<file path="src/rtl/rtc_regfile.sv">
module rtc_regfile #(
  parameter int LAYOUT    = 0,
  parameter int BASE_YEAR = (LAYOUT == 0) ? 2010 : 1970,
  parameter int AW        = 12,
  parameter int DW        = 32
) (
  input  logic          clk,
  input  logic          rst_n,
  input  logic          wr_en,
  input  logic          rd_en,
  input  logic [AW-1:0] addr,
  input  logic [DW-1:0] wdata,
  output logic [DW-1:0] rdata,
  output logic          err,
  input  logic [DW-1:0] preset_date,
  input  logic [DW-1:0] preset_time
);

  localparam int NSCR     = (LAYOUT == 0) ? 4 : 8;
  localparam int IW       = $clog2(NSCR);
  localparam int OFF_DATE = (LAYOUT == 0) ? 'h004 : 'h010;
  localparam int OFF_TIME = (LAYOUT == 0) ? 'h008 : 'h014;
  localparam int SCR_BASE = (LAYOUT == 0) ? 'h020 : 'h100;
  localparam int SCR_END  = SCR_BASE + 4 * NSCR;
  localparam bit PRELOAD  = BASE_YEAR > 1900;
  localparam int BIT_DATE = 7;

  logic aligned, hit_ctl, hit_date, hit_time, hit_scr, hit, do_rd;
  logic [IW-1:0] scr_idx;
  logic flag_d, flag_t;
  logic [DW-1:0] date_q, time_q, ctl_val, rd_val;
  logic [DW-1:0] scr_rd [NSCR];

  assign aligned  = addr[1:0] == 2'b00;
  assign hit_ctl  = aligned && addr == AW'(0);
  assign hit_date = aligned && addr == AW'(OFF_DATE);
  assign hit_time = aligned && addr == AW'(OFF_TIME);
  assign hit_scr  = aligned && addr >= AW'(SCR_BASE) && addr < AW'(SCR_END);
  assign hit      = hit_ctl | hit_date | hit_time | hit_scr;
  assign scr_idx  = IW'((addr - AW'(SCR_BASE)) >> 2);
  assign do_rd    = rd_en & ~wr_en;
  assign ctl_val  = DW'({flag_t, flag_d}) << BIT_DATE;

  always_ff @(posedge clk) begin
    if (!rst_n) begin
      flag_d <= 1'b0;
      flag_t <= 1'b0;
    end else begin
      if (wr_en && hit_date)      flag_d <= 1'b1;
      else if (do_rd && hit_ctl)  flag_d <= 1'b0;
      if (wr_en && hit_time)      flag_t <= 1'b1;
      else if (do_rd && hit_ctl)  flag_t <= 1'b0;
    end
  end

  always_ff @(posedge clk) begin
    if (!rst_n) begin
      date_q <= PRELOAD ? preset_date : '0;
      time_q <= PRELOAD ? preset_time : '0;
    end else begin
      if (wr_en && hit_date) date_q <= wdata;
      if (wr_en && hit_time) time_q <= wdata;
    end
  end

  for (genvar i = 0; i < NSCR; i++) begin : g_scr
    logic [DW-1:0] q;
    always_ff @(posedge clk) begin
      if (!rst_n)                                   q <= '0;
      else if (wr_en && hit_scr && scr_idx == IW'(i)) q <= wdata;
    end
    assign scr_rd[i] = q;
  end

  always_comb begin
    rd_val = '0;
    if (hit_ctl)       rd_val = ctl_val;
    else if (hit_date) rd_val = date_q;
    else if (hit_time) rd_val = time_q;
    else if (hit_scr)  rd_val = scr_rd[scr_idx];
  end

  always_ff @(posedge clk) begin
    if (!rst_n) begin
      rdata <= '0;
      err   <= 1'b0;
    end else begin
      if (do_rd) rdata <= rd_val;
      err <= (wr_en | rd_en) & ~hit;
    end
  end

  a_r1_date_sets_flag: assert property (@(posedge clk) disable iff (!rst_n)
    (wr_en && hit_date) |=> flag_d);

  a_r1_time_sets_flag: assert property (@(posedge clk) disable iff (!rst_n)
    (wr_en && hit_time) |=> flag_t);

  a_r2_read_clears: assert property (@(posedge clk) disable iff (!rst_n)
    (do_rd && hit_ctl) |=> (!flag_d && !flag_t));

  a_r6_err_needs_access: assert property (@(posedge clk) disable iff (!rst_n)
    err |-> $past(wr_en || rd_en));

  a_r7_bad_write_inert: assert property (@(posedge clk) disable iff (!rst_n)
    (wr_en && !hit) |=> ($stable(date_q) && $stable(time_q) && $stable(flag_d) && $stable(flag_t)));

  a_r8_rdata_holds: assert property (@(posedge clk) disable iff (!rst_n)
    !do_rd |=> $stable(rdata));

  a_r10_ctl_write_inert: assert property (@(posedge clk) disable iff (!rst_n)
    (wr_en && hit_ctl) |=> ($stable(flag_d) && $stable(flag_t)));

endmodule

</file>
<file path="config.mk">
export PLATFORM = sky130hd
export DESIGN_NAME = rtc_regfile
export DESIGN_NICKNAME = d
export VERILOG_FILES = /design/src/rtl/rtc_regfile.sv
export SDC_FILE = /design/constraint.sdc
export NUM_CORES = 1
export LEC_CHECK = 0
export CORE_MARGIN = 2
export CORE_UTILIZATION = 58
export DETAILED_ROUTE_END_ITERATION = 8
export PLACE_DENSITY = 0.85
export SYNTH_ARGS = -nofsm -noshare
export SYNTH_HDL_FRONTEND = slang
export SYNTH_SLANG_ARGS = --single-unit
</file>
<file path="constraint.sdc">
create_clock -name clk -period 9.27 [get_ports clk]
set_input_delay 1.3905 -clock clk [delete_from_list [all_inputs] [get_ports clk]]
set_output_delay 1.3905 -clock clk [all_outputs]
set_load 0.05 [all_outputs]
</file>
==> impl_metrics.tcl, run 1 <==
set metrics [dict create \
    status "finished, final reports clean" \
    num_vias 7682 \
    place_area_sq_mm 0.01092 \
    synth_fp_nets 1064 \
    postCtsResizedCells 0 \
    antennaDiodeCount 0 \
    fp.coreArea_sq_mm 0.01589 \
    dieArea_sq_mm 0.01731 \
    setup_violations 0 \
    yosys.area.top_type "dfxtp_1" \
    rsz0062_at_grt "false" \
    drv_slew 0 \
    critical_path_required_ns 9.38 \
    grt_pass1_wl_mm 39.07 \
    avgSynthCellArea_sq_um 9.914 \
    slew_headroom_pct 18.12 \
    firstDrtPassIters 6 \
    place.gp.congestion 0.7750 \
    area_growth_pct 23.57 \
    grt_usage_pct 27.56 \
    crit_fanout 32 \
    wire_per_inst_microns 18.72 \
    yosysSeqAreaShare_pct 54.94 \
    path_clk_slew_ns 0.06 \
    max-clock-path-buffers 3 \
    cap_violations 0 \
    ir_worst_vdd_mv 0.1729 \
    pwr-share-comb_pct 6.2 \
    cp-start-kind "input port" \
    layout.nets 1174 \
    viasPerCell 5.937 \
    arrival_ns 3.69 \
    power_switching_uw 465.6 \
    path_cells "clkdlybuf4s50_1, nor4_4, and3_1, nand3_1, o21ai_4" \
    start_util_pct 59.41 \
    dpl.hpwl_mm 14.70 \
    layout_common_cells "nand2_1, dfxtp_1, clkdlybuf4s50_1" \
    sw_frac_of_total_pct 22.17 \
    cts_sinks 227 \
    p_per_area_mw_per_mm2 180.1 \
    ys_types 34 \
    hold_class "register to register" \
    synth_top_area_share_pct 34.58 \
    clk_latency_ns 0.49 \
    dieWidth_microns 131.6 \
    tightest_slew_ns 1.224 \
    yosysWarnings 0 \
    cts_tree "yes" \
    drc 0 \
    cts_root_buffer "clkbuf_16" \
    fin_crit_sh_pct 38.57 \
    drt_first_iter_violations 916 \
    layout-drive-gt1-share_pct 8.998 \
    rows 46 \
    postCtsSetupBuffers 0 \
    cts_max_level 1 \
    portBuffers 144 \
    period_needed_ns 3.575 \
    drtAntennaViolNets 0 \
    p_int_uw 1635 \
    worst_clock_skew_ns 0.007477 \
    synthTopCellsByArea "dfxtp_1, edfxtp_1, mux4_2" \
    critPathTopFamily "compound AO/OA/AOI/OAI gates" \
    hold_viol_final 0 \
    cts_buffers 23 \
    antenna_found_initial 0 \
    ctsHoldBuffers 0 \
    syn_area_sq_mm 0.009438 \
    cp-end-kind "register" \
    synth_seq_cells 227 \
    seq_power_share_pct 50.4 \
    chipHeight_microns 131.6 \
    power_frac_clock_pct 43.4 \
    path_class "input port to register" \
    slowest_delay_ns 0.96 \
    drt_wl_total_mm 24.22 \
    cellLeakagePower_uw 0.004051 \
    fin_tns_setup_ns 0 \
    fmax_ghz 0.2797 \
    io_pins 145 \
    gr-total-overflow 0 \
    grt_pass1_vias 7862 \
    grt_start_max_net_pins 101 \
    cp_num_buf_inv 1 \
    slowest_stage "o21ai_4" \
    syn-instance-count 952 \
    fin_area_sq_mm 0.01166 \
]
metal layers:
| layer | vias up | global-route usage [%] | wire length (microns) |
|---|---|---|---|
| met2 | 382 | 48.05 | 12050 |
| met1 | 3676 | 34.87 | 9667 |
| met5 | - | 0 | 0 |
| met4 | 0 | 10.08 | 608 |
| li1 | 3568 | - | - |
| met3 | 56 | 4.167 | 1898 |
synth_stat cells, drive strengths merged:
| master | instances |
|---|---|
| a211o | 1 |
| a21oi | 67 |
| a221oi | 2 |
| a22oi | 62 |
| a31oi | 1 |
| and2 | 4 |
| and3 | 3 |
| and4 | 1 |
| buf | 42 |
| clkbuf | 33 |
| dfxtp | 163 |
| edfxtp | 64 |
| inv | 66 |
| mux2i | 32 |
| mux4 | 32 |
| nand2 | 164 |
| nand2b | 1 |
| nand3 | 35 |
| nand3b | 2 |
| nand4 | 1 |
| nor2 | 34 |
| nor3 | 5 |
| nor3b | 1 |
| nor4 | 3 |
| o21ai | 131 |
| or3 | 1 |
| or4 | 1 |
cells by family (layout without fill, tap and decap cells):
logic type	Yosys count	count (layout)	share of synthesized area (%)
buffers and inverters	141	267	6.496
AO/OA/AOI/OAI	264	264	15.78
AND/OR/NAND/NOR	256	256	11.76
multiplexers	64	64	11.03
flip-flops	227	227	54.94
sequential cells by signal, indices dropped and copies added, names as in the netlist:
| signal | cells |
|---|---|
| g_scr.q | 128 |
| date_q | 32 |
| rdata | 32 |
| time_q | 32 |
| err | 1 |
| flag_d | 1 |
| flag_t | 1 |
stage by stage:
step	utilization (%)	power (uW)	instances	setup slack [ns]	hold WS (ns)
2_1_floorplan	-	1132	952	4.437	0.4286
3_3_place_gp	68.76	1205	1253	5.227	0.4343
3_5_place_dp	68.76	1208	1253	5.174	0.4425
4_1_cts	73.42	2101	1294	5.684	0.4494
5_1_grt	73.42	2151	1294	5.604	0.4652
6_report	73.42	2100	1294	5.695	0.4500
power groups by stage:
| stage | clock, uW | sequential (uW) | combinational, uW |
|---|---|---|---|
| 6_report | 912 | 1060 | 130 |
| 3_5_place_dp | 0 | 1080 | 128 |
| 3_3_place_gp | 0 | 1080 | 126 |
| 5_1_grt | 951 | 1060 | 140 |
| 2_1_floorplan | 0 | 1080 | 52.9 |
| 4_1_cts | 913 | 1060 | 129 |
worst min-delay path: stages (launching register included):
cell	delay (ns)
dfxtp_1	0.31
nand2_1	0.05
a21oi_1	0.05
final cells by class:
cell class,instances,area (sq um)
sequential,227,5185
fill,1076,4223
multi-input combinational,584,3670
timing repair buffer,160,1549
clock buffer,30,653.1
tap,216,270.3
inverter,66,249.0
clock inverter,11,86.33
worst paths after layout:
kind,from,end,slack [ns],cells after the start
hold reg to reg,g_scr[1].q[31],g_scr[1].q[31],0.45,2
setup / recovery,addr[9],date_q[24],5.69,5
hold / removal,g_scr[1].q[31],g_scr[1].q[31],0.45,2
setup reg to reg,g_scr[3].q[11],rdata[11],7.96,3
Note: power is estimated with default switching activity, not from simulation.
==> run 2, diff against run 1 <==
CORE_UTILIZATION = 49   (was 58)
PLACE_DENSITY = 0.76   (was 0.85)
clock period = 2.9 ns   (was 9.27 ns; I/O delays follow)
==> impl_metrics.tcl, run 2 (same netlist as run 1, synthesis figures left out) <==
set metrics [dict create \
    status "finished, final reports clean" \
    drc 0 \
    clk_latency_ns 0.51 \
    worst_clock_skew_ns 0.01054 \
    grtUsageMet1_pct 32.22 \
    path_class "register to output pin" \
    dieWidth_microns 142.8 \
    grt_pass1_wl_mm 38.76 \
    critPathTopFamily "buffers and inverters" \
    crit_cells 1 \
    cts_root_buffer "clkbuf_16" \
    cts_buffers 23 \
    cp-end-kind "output pin" \
    num_vias 7522 \
    rows 50 \
    slew_headroom_pct 54.58 \
    ctsHoldBuffers 0 \
    slowest_delay_ns 0.83 \
    hold_viol_final 0 \
    max-clock-path-buffers 3 \
    antennaDiodeCount 0 \
    setup_violations 0 \
    cts_max_level 1 \
    ir_worst_vdd_mv 0.4608 \
    critical_path_required_ns 2.47 \
    gr-total-overflow 0 \
    start_util_pct 50.12 \
    reg2reg_depth 3 \
    fp.coreArea_sq_mm 0.01883 \
    slowest_stage "clkdlybuf4s50_1" \
    busiest_layer "met2" \
    drtAntennaViolNets 0 \
    grt_pass1_vias 7482 \
    path_clk_slew_ns 0.07 \
    area_growth_pct 26.83 \
    p_per_area_mw_per_mm2 565.2 \
    grt_usage_pct 24.15 \
    dpl.hpwl_mm 15.42 \
    hold_path_depth 2 \
    dp_cells 1311 \
    wire_per_inst_microns 18.08 \
    cap_violations 0 \
    drt_first_iter_violations 587 \
    regMostFlops "g_scr.q" \
    fin_tns_setup_ns 0 \
    layout.nets 1188 \
    cp_num_buf_inv 1 \
    firstDrtPassIters 5 \
    multiInputGateArea_sq_mm 0.003672 \
    seq_area_sq_mm 0.005185 \
    arrival_ns 1.72 \
    postCtsSetupBuffers 0 \
    grt_start_max_net_pins 86 \
    chipHeight_microns 142.8 \
    postCtsResizedCells 0 \
    met2_usage_pct 41.45 \
    largest_reg_flops 128 \
    fin_crit_sh_pct 74.21 \
    dieArea_sq_mm 0.02039 \
    rsz0062_at_grt "false" \
    cts_sinks 227 \
    drt_wl_total_mm 24.45 \
    nFillCells 1501 \
    hold_class "register to register" \
    portBuffers 144 \
    fmax_ghz 0.4647 \
    viasPerCell 5.564 \
    place.gp.congestion 0.8247 \
    path_cells "clkdlybuf4s50_1" \
    tightest_slew_ns 0.6813 \
    cp-start-kind "register" \
    drv_slew 0 \
    use_met3_pct 3.722 \
    finalNonFillerCells 1352 \
    layout-drive-gt1-share_pct 10.62 \
    antenna_found_initial 0 \
    period_needed_ns 2.152 \
    layout_common_cells "nand2_1, dfxtp_1, clkdlybuf4s50_1" \
    cts_tree "yes" \
    cellLeakagePower_uw 0.004172 \
    io_pins 145 \
    crit_fanout 2 \
]
[run 2: changes by cell type in the layout (fill, tap and decap cells not counted), sizes merged]
cell    change
clkbuf      -1
clkinv      +1
buf        +14
[run 2: worst paths after layout]
check / from / endpoint / slack (ns)
hold reg to reg: g_scr[3].q[22] / g_scr[3].q[22] / 0.45
setup / recovery: rdata[8] / rdata[8] / 0.75
hold / removal: g_scr[3].q[22] / g_scr[3].q[22] / 0.45
setup reg to reg: g_scr[1].q[21] / rdata[21] / 1.71
[run 2: power breakdown]
part	internal, uW	switching, uW
Sequential	3360	22.9
Combinational	204	237
Clock	1710	1230
[run 2: cell type report]
cell class	count	share of cell area, %
clock buffer	29	5.519
clock inverter	12	0.8258
inverter	66	2.080
multi-input combinational	584	30.68
sequential	227	43.32
tap	260	2.718
timing repair buffer	174	14.86
[run 2: per-layer routing]
layer  wire (microns)  vias to the layer above
li1                 -                     3602
met1            10560                     3605
met2            11820                      280
met3             1675                       35
met4              395                        0
met5                0                        -
[run 2: through the flow]
stage	worst slack [ns]	instance area (sq um)	utilization (%)	power, uW	hold slack [ns]
after global placement	0.3411	11210	59.53	3879	0.4342
final	0.7480	11970	63.57	6766	0.4499
after global routing	0.6681	11970	63.57	6977	0.4637
after floorplan	0.4809	9442	-	3617	0.4286
after CTS	0.7418	11970	63.57	6805	0.4500
after detailed placement	0.2665	11210	59.53	3890	0.4425
==> run 3, diff against run 2 <==
clock period = 1.8 ns   (was 2.9 ns; I/O delays follow)
==> impl_metrics.tcl, run 3 (same netlist as run 1, synthesis figures left out) <==
set metrics [dict create \
    ir_worst_vdd_mv 0.5358 \
    r2r_start "g_scr[3].q[29]" \
    reg2reg_setup_slack_ns 0.57 \
    max-clock-path-buffers 3 \
    area_growth_pct 30.24 \
    cellLeakagePower_uw 0.004490 \
    cts_sinks 227 \
    cap_violations 0 \
    cts_root_buffer "clkbuf_16" \
    fp.coreArea_sq_mm 0.01883 \
    rows 50 \
    tightest_slew_ns 0.5390 \
    slew_headroom_pct 64.06 \
    grt_usage_pct 24.01 \
    reg2reg_depth 3 \
    layout.nets 1217 \
    arrival_ns 2.13 \
    cp-start-kind "input port" \
    portBuffers 144 \
    cts_max_level 1 \
    ctsHoldBuffers 0 \
    pwr-share-comb_pct 6.7 \
    total_power_uw 11050 \
    antennaDiodeCount 0 \
    dieArea_sq_mm 0.02039 \
    io_pins 145 \
    cts_buffers 23 \
    grt_start_max_net_pins 67 \
    power_switching_uw 2387 \
    period_needed_ns 1.748 \
    grt_pass1_wl_mm 38.65 \
    hold_viol_final 0 \
    dpl.hpwl_mm 16.40 \
    p_int_uw 8666 \
    rr_endpoint "rdata[29]" \
    antenna_found_initial 0 \
    layout_common_cells "nand2_1, dfxtp_1, clkdlybuf4s50_1" \
    power_frac_clock_pct 44.0 \
    drt_first_iter_violations 691 \
    layout-drive-gt1-share_pct 13.73 \
    status "finished, final reports clean" \
    path_clk_slew_ns 0.07 \
    viasPerCell 5.571 \
    crit_fanout 11 \
    place_ws_ns -0.5547 \
    drc 0 \
    num_vias 7699 \
    clk_latency_ns 0.51 \
    worstHoldStart "rst_n" \
    rsz0062_at_grt "true" \
    hold_ws_ns 0.1577 \
    drtAntennaViolNets 0 \
    hold_end "g_scr[2].q[11]" \
    drt_wl_total_mm 24.40 \
    largest_reg_flops 128 \
    cp-end-kind "register" \
    chipHeight_microns 142.8 \
    drv_slew 0 \
    firstDrtPassIters 5 \
    critical_path_required_ns 2.18 \
    hold_class "input port to register" \
    worst_clock_skew_ns 0.008779 \
    gr-total-overflow 0 \
    cts_tree "yes" \
    regMostFlops "g_scr.q" \
    grt_pass1_vias 7483 \
    p_per_area_mw_per_mm2 899.2 \
    dieWidth_microns 142.8 \
    seq_power_share_pct 49.3 \
    place.gp.congestion 0.8167 \
    sw_frac_of_total_pct 21.60 \
    setup_slack_ns 0.05167 \
    fin_crit_sh_pct 97.13 \
    fmax_ghz 0.5720 \
    hold_path_depth 3 \
    fin_tns_setup_ns 0 \
    path_class "input port to register" \
    start_util_pct 50.12 \
    setup_violations 0 \
    wire_per_inst_microns 17.65 \
]
## run 3: cell types whose count changed in the layout (fill, tap and decap cells not counted), sizes merged
cell           delta
clkinvlp          -1
buf              +34
clkdlybuf4s50    -33
dlygate4sd2      +28
bufinv            +2
## run 3: how the worst max path moves through the flow
| stage | startpoint | end | slack [ns] | depth (start not counted) |
|---|---|---|---|---|
| after floorplan | addr[4] | date_q[0] | -0.13 | 5 |
| after global placement | addr[4] | g_scr[0].q[0] | -0.49 | 8 |
| after detailed placement | addr[4] | g_scr[0].q[25] | -0.55 | 8 |
| after CTS | addr[4] | g_scr[0].q[31] | -0.04 | 8 |
| after global routing | addr[4] | g_scr[0].q[9] | -0.05 | 9 |
| final | addr[4] | g_scr[0].q[9] | 0.05 | 9 |
## run 3: layout make-up
| cell class | instances | area [sq um] |
|---|---|---|
| fillers | 1457 | 6539 |
| flip-flops and latches | 227 | 5185 |
| multi-input cells | 584 | 3715 |
| repair buffers | 203 | 2051 |
| clock buffers | 29 | 628.1 |
| well taps | 260 | 325.3 |
| inverters | 66 | 249.0 |
| clock inverters | 13 | 138.9 |
## run 3: per-stage QoR
step | std cells | instance area [sq um] | utilization [%]
4_1_cts | 1380 | 12210 | 64.86
3_5_place_dp | 1338 | 11480 | 60.97
3_3_place_gp | 1338 | 11480 | 60.97
6_report | 1382 | 12290 | 65.28
2_1_floorplan | 952 | 9475 | -
5_1_grt | 1382 | 12290 | 65.28
## run 3: worst max-delay path, cell delays in order
cell	delay, ns
clkdlybuf4s50_1	0.44
nor4_4	0.31
nand3_2	0.14
buf_4	0.19
nor4_4	0.14
buf_6	0.18
buf_12	0.16
mux2i_2	0.23
nor2_1	0.07
## run 3: power by group through the flow
stage	combinational, uW	clock, uW	sequential [uW]
finish	745	4860	5450
global route	803	5110	5460
CTS	741	4900	5450
detailed placement	733	0	5560
global placement	727	0	5550
floorplan	276	0	5550
## run 3: routing by layer
metal | share of wire [%] | wire length [microns] | vias to the layer above | GRT usage [%]
li1 | - | - | 3650 | -
met1 | 41 | 10110 | 3702 | 31.53
met4 | 2.2 | 532 | 0 | 6.462
met3 | 7.1 | 1732 | 48 | 3.488
met2 | 49 | 12030 | 299 | 41.75
met5 | 0 | 0 | - | 0
## run 3: repair_timing
item | CTS | global route
gates cloned | 0 | 1
resized for setup | 28 | 19
setup buffers | 0 | 1
pin swaps | 0 | 1
endpoints found under the setup margin | 48 | 126
